### src/rtl/cfg_startup_pkg.sv
package cfg_startup_pkg;

  typedef enum logic [2:0] {
    ST_CLEAR    = 3'd0,
    ST_INITWAIT = 3'd1,
    ST_LOAD     = 3'd2,
    ST_STARTUP  = 3'd3,
    ST_USER     = 3'd4
  } seqState_t;

  typedef struct packed {
    logic clearRst;
    logic phaseRst;
    logic phaseAdv;
  } dpStrobe_t;

endpackage

### src/rtl/cfg_startup_sync.sv
module cfg_startup_sync #(
  parameter int WIDTH  = 2,
  parameter int STAGES = 2
) (
  input  logic             clk,
  input  logic             rstN,
  input  logic [WIDTH-1:0] din,
  output logic [WIDTH-1:0] dout
);

  logic [STAGES-1:0][WIDTH-1:0] stage;

  always_ff @(posedge clk or negedge rstN) begin
    if (!rstN) stage <= '0;
    else       stage <= {stage[STAGES-2:0], din};
  end

  assign dout = stage[STAGES-1];

endmodule

### src/rtl/cfg_startup_dp.sv
module cfg_startup_dp
  import cfg_startup_pkg::*;
#(
  parameter int CLEAR_CYCLES = 8,
  parameter int PHASE_COUNT  = 8,
  parameter int PHASE_W      = 3
) (
  input  logic               clk,
  input  logic               rstN,
  input  dpStrobe_t          strobe,
  output logic               clearLast,
  output logic [PHASE_W-1:0] phase,
  output logic               phaseLast
);

  localparam int CNT_W = $clog2(CLEAR_CYCLES + 1);
  localparam logic [CNT_W-1:0]   CLR_END = CNT_W'(CLEAR_CYCLES - 1);
  localparam logic [PHASE_W-1:0] PH_END  = PHASE_W'(PHASE_COUNT - 1);

  logic [CNT_W-1:0] clearCnt;

  assign clearLast = (clearCnt == CLR_END);
  assign phaseLast = (phase == PH_END);

  always_ff @(posedge clk or negedge rstN) begin
    if (!rstN)               clearCnt <= '0;
    else if (strobe.clearRst) clearCnt <= '0;
    else if (!clearLast)     clearCnt <= clearCnt + 1'b1;
  end

  always_ff @(posedge clk or negedge rstN) begin
    if (!rstN)                phase <= '0;
    else if (strobe.phaseRst) phase <= '0;
    else if (strobe.phaseAdv) phase <= phase + 1'b1;
  end

  // clearing counter never runs past its end value
  a_r3_clear_bound: assert property (@(posedge clk) disable iff (!rstN)
    clearCnt <= CLR_END);

  // without an advance strobe the phase does not move
  a_r9_phase_hold: assert property (@(posedge clk) disable iff (!rstN)
    (!strobe.phaseAdv && !strobe.phaseRst) |=> $stable(phase));

endmodule

### src/rtl/cfg_startup_ctrl.sv
module cfg_startup_ctrl
  import cfg_startup_pkg::*;
#(
  parameter int PHASE_W     = 3,
  parameter int DONE_PHASE  = 4,
  parameter int GTS_PHASE   = 5,
  parameter int GWE_PHASE   = 6,
  parameter int GSR_PHASE   = 6,
  parameter int LOCK_PHASE  = 3
) (
  input  logic               clk,
  input  logic               rstN,
  input  logic               progS,
  input  logic               initS,
  input  logic               loadDone,
  input  logic               allDone,
  input  logic               lockIn,
  input  logic               syncToDone,
  input  logic               lockHold,
  input  logic               clearLast,
  input  logic [PHASE_W-1:0] phase,
  input  logic               phaseLast,
  output dpStrobe_t          strobe,
  output logic               initDriveLow,
  output logic               doneOut,
  output logic               gtsHold,
  output logic               gsrHold,
  output logic               gweEn
);

  localparam logic [PHASE_W-1:0] DONE_P = PHASE_W'(DONE_PHASE);
  localparam logic [PHASE_W-1:0] GTS_P  = PHASE_W'(GTS_PHASE);
  localparam logic [PHASE_W-1:0] GWE_P  = PHASE_W'(GWE_PHASE);
  localparam logic [PHASE_W-1:0] GSR_P  = PHASE_W'(GSR_PHASE);
  localparam logic [PHASE_W-1:0] LOCK_P = PHASE_W'(LOCK_PHASE);
  localparam logic [PHASE_W:0]   GTS_N  = (PHASE_W+1)'(GTS_PHASE);
  localparam logic [PHASE_W:0]   GWE_N  = (PHASE_W+1)'(GWE_PHASE);

  seqState_t state, stateNext;
  logic [PHASE_W:0] nextPh;
  logic lockStall, syncStall, inStartup, inUser;

  assign nextPh    = {1'b0, phase} + (PHASE_W+1)'(1);
  assign lockStall = lockHold && (phase == LOCK_P) && !lockIn;
  assign syncStall = syncToDone && !allDone && ((nextPh == GTS_N) || (nextPh == GWE_N));

  always_ff @(posedge clk or negedge rstN) begin
    if (!rstN) state <= ST_CLEAR;
    else       state <= stateNext;
  end

  always_comb begin
    stateNext = state;
    strobe    = '0;
    if (progS) begin
      stateNext       = ST_CLEAR;
      strobe.clearRst = 1'b1;
      strobe.phaseRst = 1'b1;
    end else begin
      unique case (state)
        ST_CLEAR: begin
          strobe.phaseRst = 1'b1;
          if (clearLast) stateNext = ST_INITWAIT;
        end
        ST_INITWAIT: begin
          strobe.clearRst = 1'b1;
          strobe.phaseRst = 1'b1;
          if (initS) stateNext = ST_LOAD;
        end
        ST_LOAD: begin
          strobe.clearRst = 1'b1;
          strobe.phaseRst = 1'b1;
          if (loadDone) stateNext = ST_STARTUP;
        end
        ST_STARTUP: begin
          strobe.clearRst = 1'b1;
          if (!lockStall && !syncStall) begin
            if (phaseLast) stateNext = ST_USER;
            else           strobe.phaseAdv = 1'b1;
          end
        end
        ST_USER: begin
          strobe.clearRst = 1'b1;
        end
        default: stateNext = ST_CLEAR;
      endcase
    end
  end

  assign inStartup    = (state == ST_STARTUP);
  assign inUser       = (state == ST_USER);
  assign initDriveLow = (state == ST_CLEAR);
  assign doneOut      = inUser || (inStartup && phase >= DONE_P);
  assign gtsHold      = !(inUser || (inStartup && phase >= GTS_P));
  assign gweEn        = inUser || (inStartup && phase >= GWE_P);
  assign gsrHold      = !(inUser || (inStartup && phase >= GSR_P));

  // a synchronised program request restores configuration outputs next cycle
  a_r2_prog_restart: assert property (@(posedge clk) disable iff (!rstN)
    progS |=> (initDriveLow && !doneOut && gtsHold && gsrHold && !gweEn));

  // no progress towards done while the sensed init line is low
  a_r4_hold_off: assert property (@(posedge clk) disable iff (!rstN)
    (state == ST_INITWAIT && !initS) |=> !doneOut);

  // user state stays held until done
  a_r5_gsr_until_done: assert property (@(posedge clk) disable iff (!rstN)
    !doneOut |-> (gsrHold && !gweEn));

  // write enable only opens after outputs were released
  a_r7_gwe_after_gts: assert property (@(posedge clk) disable iff (!rstN)
    $rose(gweEn) |-> $past(!gtsHold));

  // three-state hold kept while waiting for all-done
  a_r8_sync_stall: assert property (@(posedge clk) disable iff (!rstN)
    (inStartup && syncToDone && !allDone && gtsHold && !progS) |=> gtsHold);

  // phase counter parked at the lock phase until lock
  a_r9_lock_stall: assert property (@(posedge clk) disable iff (!rstN)
    (inStartup && lockHold && !lockIn && phase == LOCK_P && !progS)
      |=> (state == ST_STARTUP && phase == LOCK_P));

  // user mode is kept until a program request
  a_r10_user_stays: assert property (@(posedge clk) disable iff (!rstN)
    (inUser && !progS) |=> (state == ST_USER));

endmodule

### src/rtl/cfg_startup_seq.sv
module cfg_startup_seq
  import cfg_startup_pkg::*;
#(
  parameter int CLEAR_CYCLES = 8,
  parameter int PHASE_COUNT  = 8,
  parameter int SYNC_STAGES  = 2,
  parameter int DONE_PHASE   = 4,
  parameter int GTS_PHASE    = 5,
  parameter int GWE_PHASE    = 6,
  parameter int GSR_PHASE    = 6,
  parameter int LOCK_PHASE   = 3
) (
  input  logic clk,
  input  logic rstN,
  input  logic progReq,
  input  logic initSense,
  input  logic loadDone,
  input  logic allDone,
  input  logic lockIn,
  input  logic syncToDone,
  input  logic lockHold,
  output logic initDriveLow,
  output logic doneOut,
  output logic gtsHold,
  output logic gsrHold,
  output logic gweEn
);

  localparam int PHASE_W = $clog2(PHASE_COUNT);

  logic [1:0]         syncOut;
  dpStrobe_t          strobe;
  logic               clearLast, phaseLast;
  logic [PHASE_W-1:0] phase;

  cfg_startup_sync #(.WIDTH(2), .STAGES(SYNC_STAGES)) u_sync (
    .clk (clk),
    .rstN(rstN),
    .din ({progReq, initSense}),
    .dout(syncOut)
  );

  cfg_startup_dp #(
    .CLEAR_CYCLES(CLEAR_CYCLES),
    .PHASE_COUNT (PHASE_COUNT),
    .PHASE_W     (PHASE_W)
  ) u_dp (
    .clk      (clk),
    .rstN     (rstN),
    .strobe   (strobe),
    .clearLast(clearLast),
    .phase    (phase),
    .phaseLast(phaseLast)
  );

  cfg_startup_ctrl #(
    .PHASE_W   (PHASE_W),
    .DONE_PHASE(DONE_PHASE),
    .GTS_PHASE (GTS_PHASE),
    .GWE_PHASE (GWE_PHASE),
    .GSR_PHASE (GSR_PHASE),
    .LOCK_PHASE(LOCK_PHASE)
  ) u_ctrl (
    .clk         (clk),
    .rstN        (rstN),
    .progS       (syncOut[1]),
    .initS       (syncOut[0]),
    .loadDone    (loadDone),
    .allDone     (allDone),
    .lockIn      (lockIn),
    .syncToDone  (syncToDone),
    .lockHold    (lockHold),
    .clearLast   (clearLast),
    .phase       (phase),
    .phaseLast   (phaseLast),
    .strobe      (strobe),
    .initDriveLow(initDriveLow),
    .doneOut     (doneOut),
    .gtsHold     (gtsHold),
    .gsrHold     (gsrHold),
    .gweEn       (gweEn)
  );

endmodule

### config.mk
export PLATFORM = sky130hd
export DESIGN_NAME = cfg_startup_seq
export DESIGN_NICKNAME = d
export VERILOG_FILES = /design/src/rtl/cfg_startup_pkg.sv /design/src/rtl/cfg_startup_sync.sv /design/src/rtl/cfg_startup_dp.sv /design/src/rtl/cfg_startup_ctrl.sv /design/src/rtl/cfg_startup_seq.sv
export SDC_FILE = /design/constraint.sdc
export NUM_CORES = 1
export LEC_CHECK = 0
export ABC_AREA = 1
export BUFFER_PORTS_ARGS = -buffer_cell sky130_fd_sc_hd__buf_4
export CORE_MARGIN = 2
export CORE_UTILIZATION = 40
export DETAILED_ROUTE_END_ITERATION = 16
export PLACE_DENSITY = 0.65
export SLEW_MARGIN = 20
export SYNTH_ARGS = -nofsm -noshare
export SYNTH_HDL_FRONTEND = slang
export SYNTH_SLANG_ARGS = --single-unit
### constraint.sdc
create_clock -name clk -period 2.5 [get_ports clk]
set_clock_uncertainty 0.2 [all_clocks]
set_input_delay 0 -clock clk [delete_from_list [all_inputs] [get_ports clk]]
set_output_delay 0 -clock clk [all_outputs]
set_load 0.02 [all_outputs]
## Word-level counts from Yosys, hierarchy flattened

Cells that the tools add are included.

- Register bits after elaboration: 14
- Input bits: 9
- Output and inout port bits: 5

- $add $sub $neg: 3
- Order comparisons: 3
- Equality and inequality tests: 16
- Mux-type cells: 18
- Reduce and logical (&&, ||, !) cells: 23

Operators with widths:

| operator | count |
|---|---|
| $mux 3 | 8 |
| $pmux 3 s5 | 1 |
| $eq 4x3->1 const B | 3 |
| $ne 3x3->1 const B | 4 |
| $eq 3x2->1 const B | 3 |
| $ge 3x3->1 const B | 3 |
| $logic_and 1x1->1 | 8 |
| $mux 4 | 2 |
| $eq 3x3->1 const B | 2 |
| $logic_not 1->1 | 6 |
| $mux 1 | 6 |
| $reduce_and 6->1 | 1 |
| $add 3x1->4 const B | 1 |
| $add 4x1->4 const B | 1 |
| $logic_or 1x1->1 | 4 |
| $ne 2x2->1 const B | 2 |
| $reduce_or 4->1 | 1 |
| $add 3x1->3 const B | 1 |
| $eq 3x1->1 const B | 1 |
| $logic_not 3->1 | 1 |
| $ne 3x1->1 const B | 1 |
| $reduce_or 3->1 | 1 |
| $mux 2 | 1 |
| $reduce_bool 2->1 | 1 |

## Logic depth before layout (Yosys ltp)

Gate-level depths: netlist (run 1).

- Depth after elaboration: 11
- Gate-level depth with buffers: 10

## Hierarchy

A second synthesis (run 1) with hierarchy kept.

- Cell total of the unflattened synthesis: 108
- Area total of the unflattened synthesis: 885.8 um^2

Modules (own cells, without submodules):

| module | times used | cells an instance | area each (um^2) | seq. area each (um^2) |
|---|---|---|---|---|
| cfg_startup_ctrl | 1 | 62 | 411.6 | 75.1 |
| cfg_startup_dp | 1 | 40 | 359.1 | 175.2 |
| cfg_startup_sync | 1 | 6 | 115.1 | 100.1 |

## Worst setup path after synthesis (run 1)

No wires, ideal clock.

- Path type: register to register
- From: register u_dp.phase[0]
- To: register u_dp.phase[0]
- Library setup time: 74 ps
- Data arrival time: 1455 ps
- Required time: 2226 ps
- Slack: 771 ps
- Cell stages (with the launch flop): 10
- Path buffers: 0
- Period minus slack after synthesis: 1729 ps
- Cells stage by stage: dfrtp_1 -> ha_1 -> ha_1 -> nor2_1 -> nand3_2 -> nand2_4 -> nor2_4 -> inv_2 -> nand2_2 -> o21ai_2

- Longest elaborated chain between the ends: 10

RTL lines:

| item | line | RTL |
|---|---|---|
| start, declared | cfg_startup_dp.sv:12 | `output logic [PHASE_W-1:0] phase,` |
| start signal, assigned | cfg_startup_dp.sv:34 | `else if (strobe.phaseAdv) phase <= phase + 1'b1;` |
| $add 3x1->4 | cfg_startup_ctrl.sv:43 | `assign nextPh = {1'b0, phase} + (PHASE_W+1)'(1);` |
| $eq 4x3->1 | cfg_startup_ctrl.sv:45 | `assign syncStall = syncToDone && !allDone && ((nextPh == GTS_N) \|\| (nextPh == GWE_N));` |
| $logic_or 1x1->1 | cfg_startup_ctrl.sv:45 |  |
| $logic_and 1x1->1 | cfg_startup_ctrl.sv:45 |  |
| $logic_not 1->1 | cfg_startup_ctrl.sv:77 | `if (!lockStall && !syncStall) begin` |
| $logic_and 1x1->1 | cfg_startup_ctrl.sv:77 |  |
| $mux 1 | cfg_startup_ctrl.sv:77 |  |
| $mux 1 | cfg_startup_ctrl.sv:60 | `unique case (state)` |
| $mux 1 | cfg_startup_ctrl.sv:55 | `if (progS) begin` |
| $reduce_bool 2->1 (no source line) | n/a |  |

Several ways; a longest one is shown, not always the timed one. The select of a mux whose other input is x is not followed.
A chain may end at the register's enable or synchronous reset.

## Worst setup path after layout (run 1)

- From: register u_dp.phase[0]
- To: register u_dp.phase[1]

Same word-level chain as after synthesis.

==> results of run 1 <==
-- worst max path at each step --
stage,from,end,slack (ps),cells past startpoint
4_1_cts,u_dp.phase[0],u_dp.phase[1],630,9
3_3_place_gp,u_dp.phase[0],u_dp.phase[0],700,9
5_1_grt,u_dp.phase[0],u_ctrl.state[1],540,8
2_1_floorplan,u_dp.phase[0],u_dp.phase[0],770,9
6_report,u_dp.phase[0],u_dp.phase[1],640,9
3_5_place_dp,u_dp.phase[0],u_dp.phase[1],660,9
-- flip-flops by register name, indices dropped and copies added (netlist names) --
| name | cells |
|---|---|
| u_ctrl.state | 3 |
| u_dp.phase | 3 |
| u_sync.stage | 2 |
| u_dp.clearCnt | 4 |
| u_sync.dout | 2 |
-- worst min-delay path, cell delays in order --
cell	delay [ps]
buf_4	80
nor2_1	40
nor2_1	70
nand2_1	60
nand2_2	100
nand3_1	80
nand2_1	60
-- what timing repair did --
action	CTS	global route
setup buffers	0	0
hold endpoints to repair	19	0
endpoints found under the setup margin	0	0
hold buffers	5	0
-- power breakdown --
| part | switching [W] | internal (W) | leakage (nW) | total (W) |
|---|---|---|---|---|
| clock network | 0.0000739 | 0.0000885 | 0.0210 | 0.000162 |
| logic | 0.000168 | 0.000109 | 0.315 | 0.000277 |
| registers | 0.0000418 | 0.000259 | 0.183 | 0.000301 |
| total | 0.000283 | 0.000457 | 0.519 | 0.000740 |
-- logic make-up (layout without fill, tap and decap cells) --
kind of cell / count (synthesis) / count (layout) / synth area share (%)
XOR/XNOR: 3 / 3 / 2.996
AO/OA/AOI/OAI: 9 / 9 / 6.991
adder cells (fa/ha/maj): 6 / 6 / 8.559
flip-flops: 14 / 14 / 39.94
AND/OR/NAND/NOR: 50 / 50 / 35.09
buffers and inverters: 15 / 37 / 6.419
-- per-layer routing --
| layer | GRT usage, % | up-vias |
|---|---|---|
| met2 | 23.68 | 8 |
| li1 | - | 356 |
| met1 | 17.92 | 309 |
| met5 | 0 | - |
| met4 | 6.757 | 0 |
| met3 | 5.263 | 2 |
-- layout by cell type, fill, tap and decap left out --
cell	Yosys	routed
nand3_2	2	2
nand4_2	1	1
nand2_1	14	14
nand2_2	3	3
buf_4	0	13
nor3_1	1	1
nor2_2	1	1
inv_1	11	11
or2_0	1	1
nor3_2	1	1
o21ai_1	2	2
nand2_4	2	2
inv_2	4	4
xor2_1	2	2
nand3_1	9	9
nor2_4	3	3
xnor2_1	1	1
a31oi_1	1	1
clkbuf_4	0	3
o41ai_1	1	1
o21ai_2	3	3
nand3_4	1	1
dfrtp_1	14	14
dlygate4sd3_1	0	5
nor2_1	9	9
nor3_4	1	1
a21oi_1	2	2
ha_1	6	6
nand3b_1	1	1
clkbuf_8	0	1
-- cell usage after synthesis --
cell and instances:
inv_2 4, nor2_1 9, nor3_1 1, ha_1 6, o21ai_2 3, nor3_4 1, nand3_4 1, or2_0 1
nand3_2 2, nand3_1 9, nor2_4 3, dfrtp_1 14, nand2_4 2, nand2_2 3, o21ai_1 2, xor2_1 2
inv_1 11, nand4_2 1, a31oi_1 1, nand3b_1 1, nor3_2 1, a21oi_1 2, o41ai_1 1, nor2_2 1
xnor2_1 1, nand2_1 14
-- through the flow --
stage | total power [W] | setup WS, ps | instance area (µm²)
final | 0.0007403 | 637.8 | 1095
after global routing | 0.0008098 | 537.1 | 1095
after CTS | 0.0007551 | 628.8 | 1095
after detailed placement | 0.0005808 | 664.8 | 1008
after global placement | 0.0005706 | 700.0 | 1008
after floorplan | 0.0005030 | 770.6 | 877.1
-- area by class of cell --
class / count / area (µm²)
Timing Repair Buffer: 18 / 147.6
Inverter: 15 / 56.30
Clock buffer: 4 / 36.28
Fill cell: 195 / 927.1
Tap cell: 27 / 33.78
Sequential cell: 14 / 350.3
Multi-Input combinational cell: 68 / 470.5
==> reports/metrics.yaml, run 1 <==
detailed_routing:
  vias: 675
  route.met2.wl_um: 745
  dr_wl_met3_um: 39
  antenna_left: 0
  dr.first_iter.drc_count: 14
  wirelength_mm: 1.533
  route.detailed.drc: 0
  drt-pass1-iter-count: 4
  wl_per_cell_um: 10.50
  routed.top_layer: "met4"
  wl_met1_um: 733
  post_drt_via_cell_ratio: 4.623
clock_network:
  cts-root-buf: "clkbuf_4"
  clkTransAtPathRegs_ps: 90
  htreeDepth: 1
  ctsResizeCount: 0
  cts-buffers-inserted: 3
  cts_max_path_buffers: 2
  clkSinkCount: 14
  clk_latency_ps: 280
  cts_tree: "yes"
floorplanning:
  rows: 16
  die_height_um: 50.83
  die_x_um: 50.83
  initial_utilization_pct: 43.38
  coreArea_um2: 2022
  dieArea_um2: 2583
  boundaryPins: 14
sta:
  max_freq_mhz: 537.0
  rsz0062_at_grt: "no"
  setup_viol: 0
  whs_ps: 30.49
  relSlewSlack_pct: 56.34
  drv_slew: 0
  worstMarginPinSlew_ps: 652.8
  min_period_ps: 1862
  hold_viol: 0
  fin_tns_setup_ps: 0
  fin_crit_sh_pct: 74.49
run:
  max_cap_violations: 0
synth:
  syn-num-nets: 112
  yosysSeqAreaShare_pct: 39.94
  synth_top_area_cell: "dfrtp_1"
  ys_types: 26
  synth_warnings: 0
  synth_area_leaders: "dfrtp_1 (40%), ha_1 (8.6%), nand2_1 (6.0%), nand3_1 (5.1%), inv_1 (4.7%)"
  syn_inst: 97
  synth_top_area_share_pct: 39.94
  ys_seq_elements: 14
  netlist_area_um2: 877.1
  avgSynthCellArea_um2: 9.042
setup_path:
  path_cells: "ha_1, ha_1, nor2_1, nand3_2, nand2_4, nor2_4, inv_2, nand2_2, o21ai_2"
  startpoint_type: "register"
  crit_path_end_kind: "register"
  crit_top_cell: "ha_1"
  required_ps: 2510
  r2r_slack_ps: 640
  critPathBufInv: 1
  rr_worst_depth: 9
  path_class: "reg -> reg"
  critical_path.slowest_cell: "dfrtp_1"
  slowest_delay_ps: 440
  timing.critical_path.arrival_ps: 1870
  r2r_start: "u_dp.phase[0]"
  crit_fanout: 5
  crit_family: "adder cells"
  reg2reg_to: "u_dp.phase[1]"
pwr:
  p_leak_nw: 0.5188
  ir_worst_vdd_v: 0.0003627
  p_per_area_nw_per_um2: 676.2
final_layout:
  fin_cells: 146
  diodes: 0
  drive_gt1_share_pct: 32.77
  finalNetCount: 135
  fin_util_pct: 54.15
  area_delta_synth_final_pct: 24.82
global_routing:
  grt_max_degree: 15
  antenna_found_initial: 0
  overflow: 0
  grt_pass1_wl_mm: 2.808
  track_usage_pct: 14.82
  first_global_vias: 664
placed_design:
  place_congestion: 0.7607
  portBuffers: 13
  placed_cells: 137
  dp_hpwl_mm: 1.214
run_status:
  status: "finished clean"
hold_path:
  whs_endpoint: "u_ctrl.state[0]"
  min-delay-start: "loadDone"
  hp-class: "in -> reg"
  min_path_cells: 7
Power figures use the tool's default switching activity.
==> run 2: changes to the inputs <==
clock period = 1.78 ns   (was 2.5 ns; I/O delays follow)
==> reports/metrics.yaml, run 2 (same netlist as run 1, synthesis figures left out) <==
run_status:
  status: "finished, violations left"
  violations: "negative setup slack"
global_routing:
  track_usage_pct: 14.99  # +0.17 points
  first_global_vias: 724  # +9.0%
  grt_pass1_wl_mm: 2.967  # +5.7%
  grt_max_degree: 15  # unchanged
  antenna_found_initial: 0  # unchanged
  overflow: 0  # unchanged
clock_network:
  cts_max_path_buffers: 2  # unchanged
  clkSinkCount: 14  # unchanged
  clkTransAtPathRegs_ps: 100  # about the same
  cts_tree: "yes"
  cts-buffers-inserted: 3  # unchanged
  htreeDepth: 1  # unchanged
  clk_latency_ps: 290  # about the same
  cts-root-buf: "clkbuf_4"
floorplanning:
  boundaryPins: 14  # unchanged
  dieArea_um2: 2583  # unchanged
  rows: 16  # unchanged
  die_x_um: 50.83  # unchanged
  initial_utilization_pct: 43.38  # unchanged
  coreArea_um2: 2022  # unchanged
  die_height_um: 50.83  # unchanged
sta:
  max_freq_mhz: 553.4  # +3.1%
  layout_setup_ws_ps: -27.06  # -664.8 ps
  drv_slew: 0  # unchanged
  hold_viol: 0  # unchanged
  rsz0062_at_grt: "yes"
  setup_viol: 2  # +2
  fin_crit_sh_pct: 101.5  # +27 points
  min_period_ps: 1807  # -55.18 ps
  worstMarginPinSlew_ps: 655.9  # +3.154 ps
  relSlewSlack_pct: 56.13  # -0.21 points
setup_path:
  crit_path_end_kind: "register"
  reg2reg_to: "u_dp.phase[2]"
  rr_worst_depth: 9  # unchanged
  r2r_start: "u_dp.phase[0]"
  crit_top_cell: "ha_4"
  crit_fanout: 4  # -1
  slowest_delay_ps: 460  # +20 ps
  startpoint_type: "register"
  required_ps: 1810  # -700 ps
  critical_path.slowest_cell: "dfrtp_2"
  timing.critical_path.arrival_ps: 1840  # -30 ps
  path_cells: "ha_4, ha_4, nor2_2, nand3_2, nand2_4, nor2_4, inv_2, buf_4, o21ai_2"
  r2r_slack_ps: -30  # -660 ps
  path_class: "reg -> reg"
final_layout:
  drive_gt1_share_pct: 49.62  # +17 points
  top_regs: "u_dp.clearCnt: 4 flops, u_ctrl.state: 3 flops, u_dp.phase: 3 flops"
  layout_common_cells: "buf_4 (25), nand2_1 (14), dfrtp_1 (11), nand3_1 (9)"
  fillerInstances: 174  # -11%
  area_delta_synth_final_pct: 41.51
  top_register: "u_dp.clearCnt"
  largest_reg_flops: 4  # unchanged
  diodes: 0  # unchanged
  final_common_cell: "buf_4"
  finalNetCount: 147  # +8.9%
  fin_area_um2: 1241  # +13%
detailed_routing:
  post_drt_via_cell_ratio: 4.652  # +0.62%
  wl_per_cell_um: 11.77  # +12%
  wirelength_mm: 1.860  # +21%
  drt-pass1-iter-count: 4  # unchanged
  dr.first_iter.drc_count: 11  # -3
  route.detailed.drc: 0  # unchanged
  antenna_left: 0  # unchanged
  vias: 735  # +8.9%
hold_path:
  min_path_cells: 7  # unchanged
  hp-class: "in -> reg"
  whs_endpoint: "u_ctrl.state[0]"
  min-delay-start: "loadDone"
placed_design:
  dpl_worst_slack_ps: -21.32  # -686.1 ps
  portBuffers: 13  # unchanged
  place_congestion: 0.7645  # +0.50%
  dp_hpwl_mm: 1.228  # +1.2%
  place_area_um2: 1039  # +3.0%
pwr:
  ir_worst_vdd_v: 0.0004634  # +28%
  p_per_area_nw_per_um2: 869.9  # +29%
  p_leak_nw: 0.5839  # +13%
run:
  max_cap_violations: 0  # unchanged
[run 2: worst max path at each step]
| stage | slack (ps) | startpoint | cells past startpoint | endpoint |
|---|---|---|---|---|
| 6_report | -30 | u_dp.phase[0] | 9 | u_dp.phase[2] |
| 5_1_grt | -90 | u_dp.phase[1] | 9 | u_dp.phase[0] |
| 4_1_cts | 3 | u_dp.phase[0] | 9 | u_dp.phase[0] |
| 3_5_place_dp | -20 | u_dp.phase[0] | 9 | u_dp.phase[0] |
| 3_3_place_gp | 10 | u_dp.phase[0] | 9 | u_dp.phase[0] |
| 2_1_floorplan | 50 | u_dp.phase[0] | 9 | u_dp.phase[0] |
[run 2: power breakdown]
group          switching, W  internal, W
Sequential        0.0000561     0.000367
Clock              0.000114     0.000125
Combinational      0.000250     0.000168
[run 2: critical path: cells and delay by family (launching register included)]
family / cells / cell delay, ps
DFF: 1 / 460
adders and majority gates: 2 / 450
and+or+nand+nor: 4 / 360
buffers and inverters: 2 / 190
AOI/OAI and AO/OA: 1 / 90
[run 2: metrics by stage]
step / utilization [%] / TNS, ps / power, W / hold WS [ps] / std cells
finish: 61.39 / -35.88 / 0.001080 / 18.35 / 158
global placement: 51.36 / 0 / 0.0008022 / -343.2 / 141
floorplan: - / 0 / 0.0007064 / -495.6 / 97
CTS: 56.00 / 0 / 0.001060 / 28.96 / 150
detailed placement: 51.36 / -53.02 / 0.0008131 / -339.9 / 141
global route: 61.39 / -297.5 / 0.001166 / 101.8 / 158
[run 2: cell type report]
type | count | area [µm²] | area share [%]
Multi-Input combinational cell | 68 | 523.0 | 42.14
Sequential cell | 14 | 354.1 | 28.53
Timing Repair Buffer | 30 | 237.7 | 19.15
Inverter | 15 | 56.30 | 4.536
Clock buffer | 4 | 36.28 | 2.923
Tap cell | 27 | 33.78 | 2.722
[run 2: routing by layer]
metal / up-vias / wire [µm] / GRT usage [%]
met3: 4 / 51 / 3.509
met4: 0 / 25 / 4.054
met2: 10 / 967 / 25.44
met5: - / 0 / 0
li1: 382 / - / -
met1: 339 / 815 / 19.17
[run 2: timing repair]
item | CTS | global route
gates resized for setup | 2 | 14
gates cloned | 0 | 0
setup buffers | 0 | 8
pin swaps | 1 | 9
endpoints found under the setup margin | 7 | 7
hold buffers | 5 | 0
hold endpoints to repair | 18 | 0
==> run 3: changes to the inputs <==
CELL_PAD_IN_SITES_DETAIL_PLACEMENT = 1   (was unset)
CELL_PAD_IN_SITES_GLOBAL_PLACEMENT = 2   (was unset)
CORE_ASPECT_RATIO = 0.8   (was unset)
CORE_UTILIZATION = 33   (was 40)
PLACE_DENSITY = 0.82   (was 0.65)
==> reports/metrics.yaml, run 3 (same netlist as run 1, synthesis figures left out) <==
run_status:
  status: "finished clean"
final_layout:
  top_register: "u_dp.clearCnt"
  top_regs: "u_dp.clearCnt: 4 flops, u_ctrl.state: 3 flops, u_dp.phase: 3 flops"
  largest_reg_flops: 4  # unchanged
  layout_common_cells: "buf_4 (21), nand2_1 (14), dfrtp_1 (13), inv_1 (10), nand3_1 (9)"
  diodes: 0  # unchanged
  fin_area_um2: 1246  # +0.40%
  final_common_cell: "buf_4"
  area_delta_synth_final_pct: 42.08
  drive_gt1_share_pct: 45.31  # -4.3 points
  finalNetCount: 144  # -2.0%
setup_path:
  reg2reg_to: "u_dp.phase[2]"
  cp-startpoint: "u_dp.phase[0]"
  crit_end: "gtsHold"
  crit_top_cell: "buf_6"
  critical_path.slowest_cell: "dfrtp_1"
  crit_family: "buffers and inverters"
  required_ps: 1580  # -230 ps
  crit_cells: 5  # -4
  path_class: "reg -> out"
  slowest_delay_ps: 420  # -40 ps
  crit_fanout: 3  # -1
  timing.critical_path.arrival_ps: 1570  # -270 ps
  r2r_slack_ps: 20  # +50 ps
  rr_worst_depth: 9  # unchanged
  path_cells: "buf_6, ha_4, buf_6, o41ai_4, buf_4"
  critPathBufInv: 3  # +1
  startpoint_type: "register"
  crit_path_end_kind: "output pin"
  r2r_start: "u_dp.phase[0]"
detailed_routing:
  dr.first_iter.drc_count: 23  # +12
  vias: 760  # +3.4%
  wirelength_mm: 2.172  # +17%
  post_drt_via_cell_ratio: 4.634  # -0.38%
  route.detailed.drc: 0  # unchanged
  antenna_left: 0  # unchanged
  wl_per_cell_um: 13.24  # +13%
  drt-pass1-iter-count: 4  # unchanged
clock_network:
  htreeDepth: 1  # unchanged
  cts_tree: "yes"
  cts-root-buf: "clkbuf_4"
  clkTransAtPathRegs_ps: 80  # -20 ps
  cts_max_path_buffers: 2  # unchanged
  cts-buffers-inserted: 3  # unchanged
  clk_latency_ps: 280  # about the same
  clkSinkCount: 14  # unchanged
floorplanning:
  coreArea_um2: 2482  # +23%
  die_x_um: 61.64  # +21%
  initial_utilization_pct: 35.33  # -8.0 points
  rows: 16  # unchanged
  dieArea_um2: 3089  # +20%
  boundaryPins: 14  # unchanged
  die_height_um: 50.11  # -1.4%
pwr:
  ir_worst_vdd_v: 0.0003300  # -29%
  total_power_w: 0.001097  # +1.6%
  p_per_area_nw_per_um2: 880.5  # +1.2%
  p_leak_nw: 0.5871  # +0.55%
run:
  max_cap_violations: 0  # unchanged
sta:
  worstMarginPinSlew_ps: 644.4  # -11.51 ps
  max_freq_mhz: 565.6  # +2.2%
  rsz0062_at_grt: "yes"
  min_period_ps: 1768  # -39.00 ps
  fin_crit_sh_pct: 99.33  # -2.2 points
  setup_viol: 0  # -2
  hold_viol: 0  # unchanged
  relSlewSlack_pct: 56.90  # +0.77 points
  drv_slew: 0  # unchanged
  fin_tns_setup_ps: 0  # +35.88 ps
placed_design:
  place_area_um2: 1057  # +1.8%
  portBuffers: 13  # unchanged
  place_congestion: 0.7428  # -2.8%
  dp_hpwl_mm: 1.591  # +30%
global_routing:
  grt_pass1_wl_mm: 3.781  # +27%
  antenna_found_initial: 0  # unchanged
  track_usage_pct: 16.86  # +1.9 points
  overflow: 0  # unchanged
  first_global_vias: 819  # +13%
  grt_max_degree: 15  # unchanged
hold_path:
  hp-class: "in -> reg"
-- run 3: cell count changes in the layout (fill, tap and decap cells not counted), sizes merged --
cell / change
buf: -2
dlygate4sd3: -1
-- run 3: worst min-delay path by stage --
stage	start	endpoint	slack (ps)	depth (start not counted)
2_1_floorplan	rstN	u_ctrl.state[0]	-500	0
3_3_place_gp	rstN	u_ctrl.state[0]	-340	1
4_1_cts	lockHold	u_dp.phase[1]	10	6
6_report	lockHold	u_dp.phase[2]	20	6
5_1_grt	lockHold	u_dp.phase[2]	30	6
3_5_place_dp	rstN	u_ctrl.state[0]	-340	1
-- run 3: layout make-up --
type / count / area [µm²]
Tap cell: 36 / 45.04
Inverter: 15 / 56.30
Timing Repair Buffer: 27 / 220.2
Fill cell: 300 / 1236
Sequential cell: 14 / 351.6
Multi-Input combinational cell: 68 / 536.8
Clock buffer: 4 / 36.28
-- run 3: metrics by stage --
step	cells	setup WS (ps)	util, %	hold slack (ps)
after global routing	164	-61.73	50.20	33.75
final	164	11.93	50.20	21.09
after global placement	151	-46.90	42.59	-342.4
after detailed placement	151	-56.20	42.59	-342.0
after CTS	161	4.630	49.09	14.64
after floorplan	97	50.58	-	-495.6
-- run 3: repair_timing --
| item | 4_1_cts | 5_1_grt |
|---|---|---|
| pin swaps | 1 | 1 |
| gates resized for setup | 13 | 2 |
| setup buffers | 2 | 3 |
| endpoints found under the setup margin | 7 | 6 |
| hold buffers | 4 | 0 |
| endpoints found under the hold margin | 16 | 0 |
-- run 3: report_power, final --
group / leakage [nW] / switching, W / total, W / internal [W]
Clock: 0.0210 / 0.000102 / 0.000227 / 0.000124
Combinational: 0.385 / 0.000275 / 0.000450 / 0.000175
Sequential: 0.182 / 0.0000548 / 0.000421 / 0.000366
-- run 3: layer usage --
metal | wire [µm] | share of wire (%) | track usage (%)
met2 | 1123 | 52 | 29.30
met3 | 74 | 3.4 | 5.512
met5 | 0 | 0 | 0
met1 | 965 | 44 | 20.45
met4 | 10 | 0.46 | 2.128
-- run 3: worst register-to-register path: stages (launching register included) --
cell and delay (ps):
dfrtp_1 420, buf_6 140, ha_4 150, or2_0 250
nand3_2 110, nand2_4 60, nor2_4 120, inv_2 70
nand3_1 80, o21ai_2 50
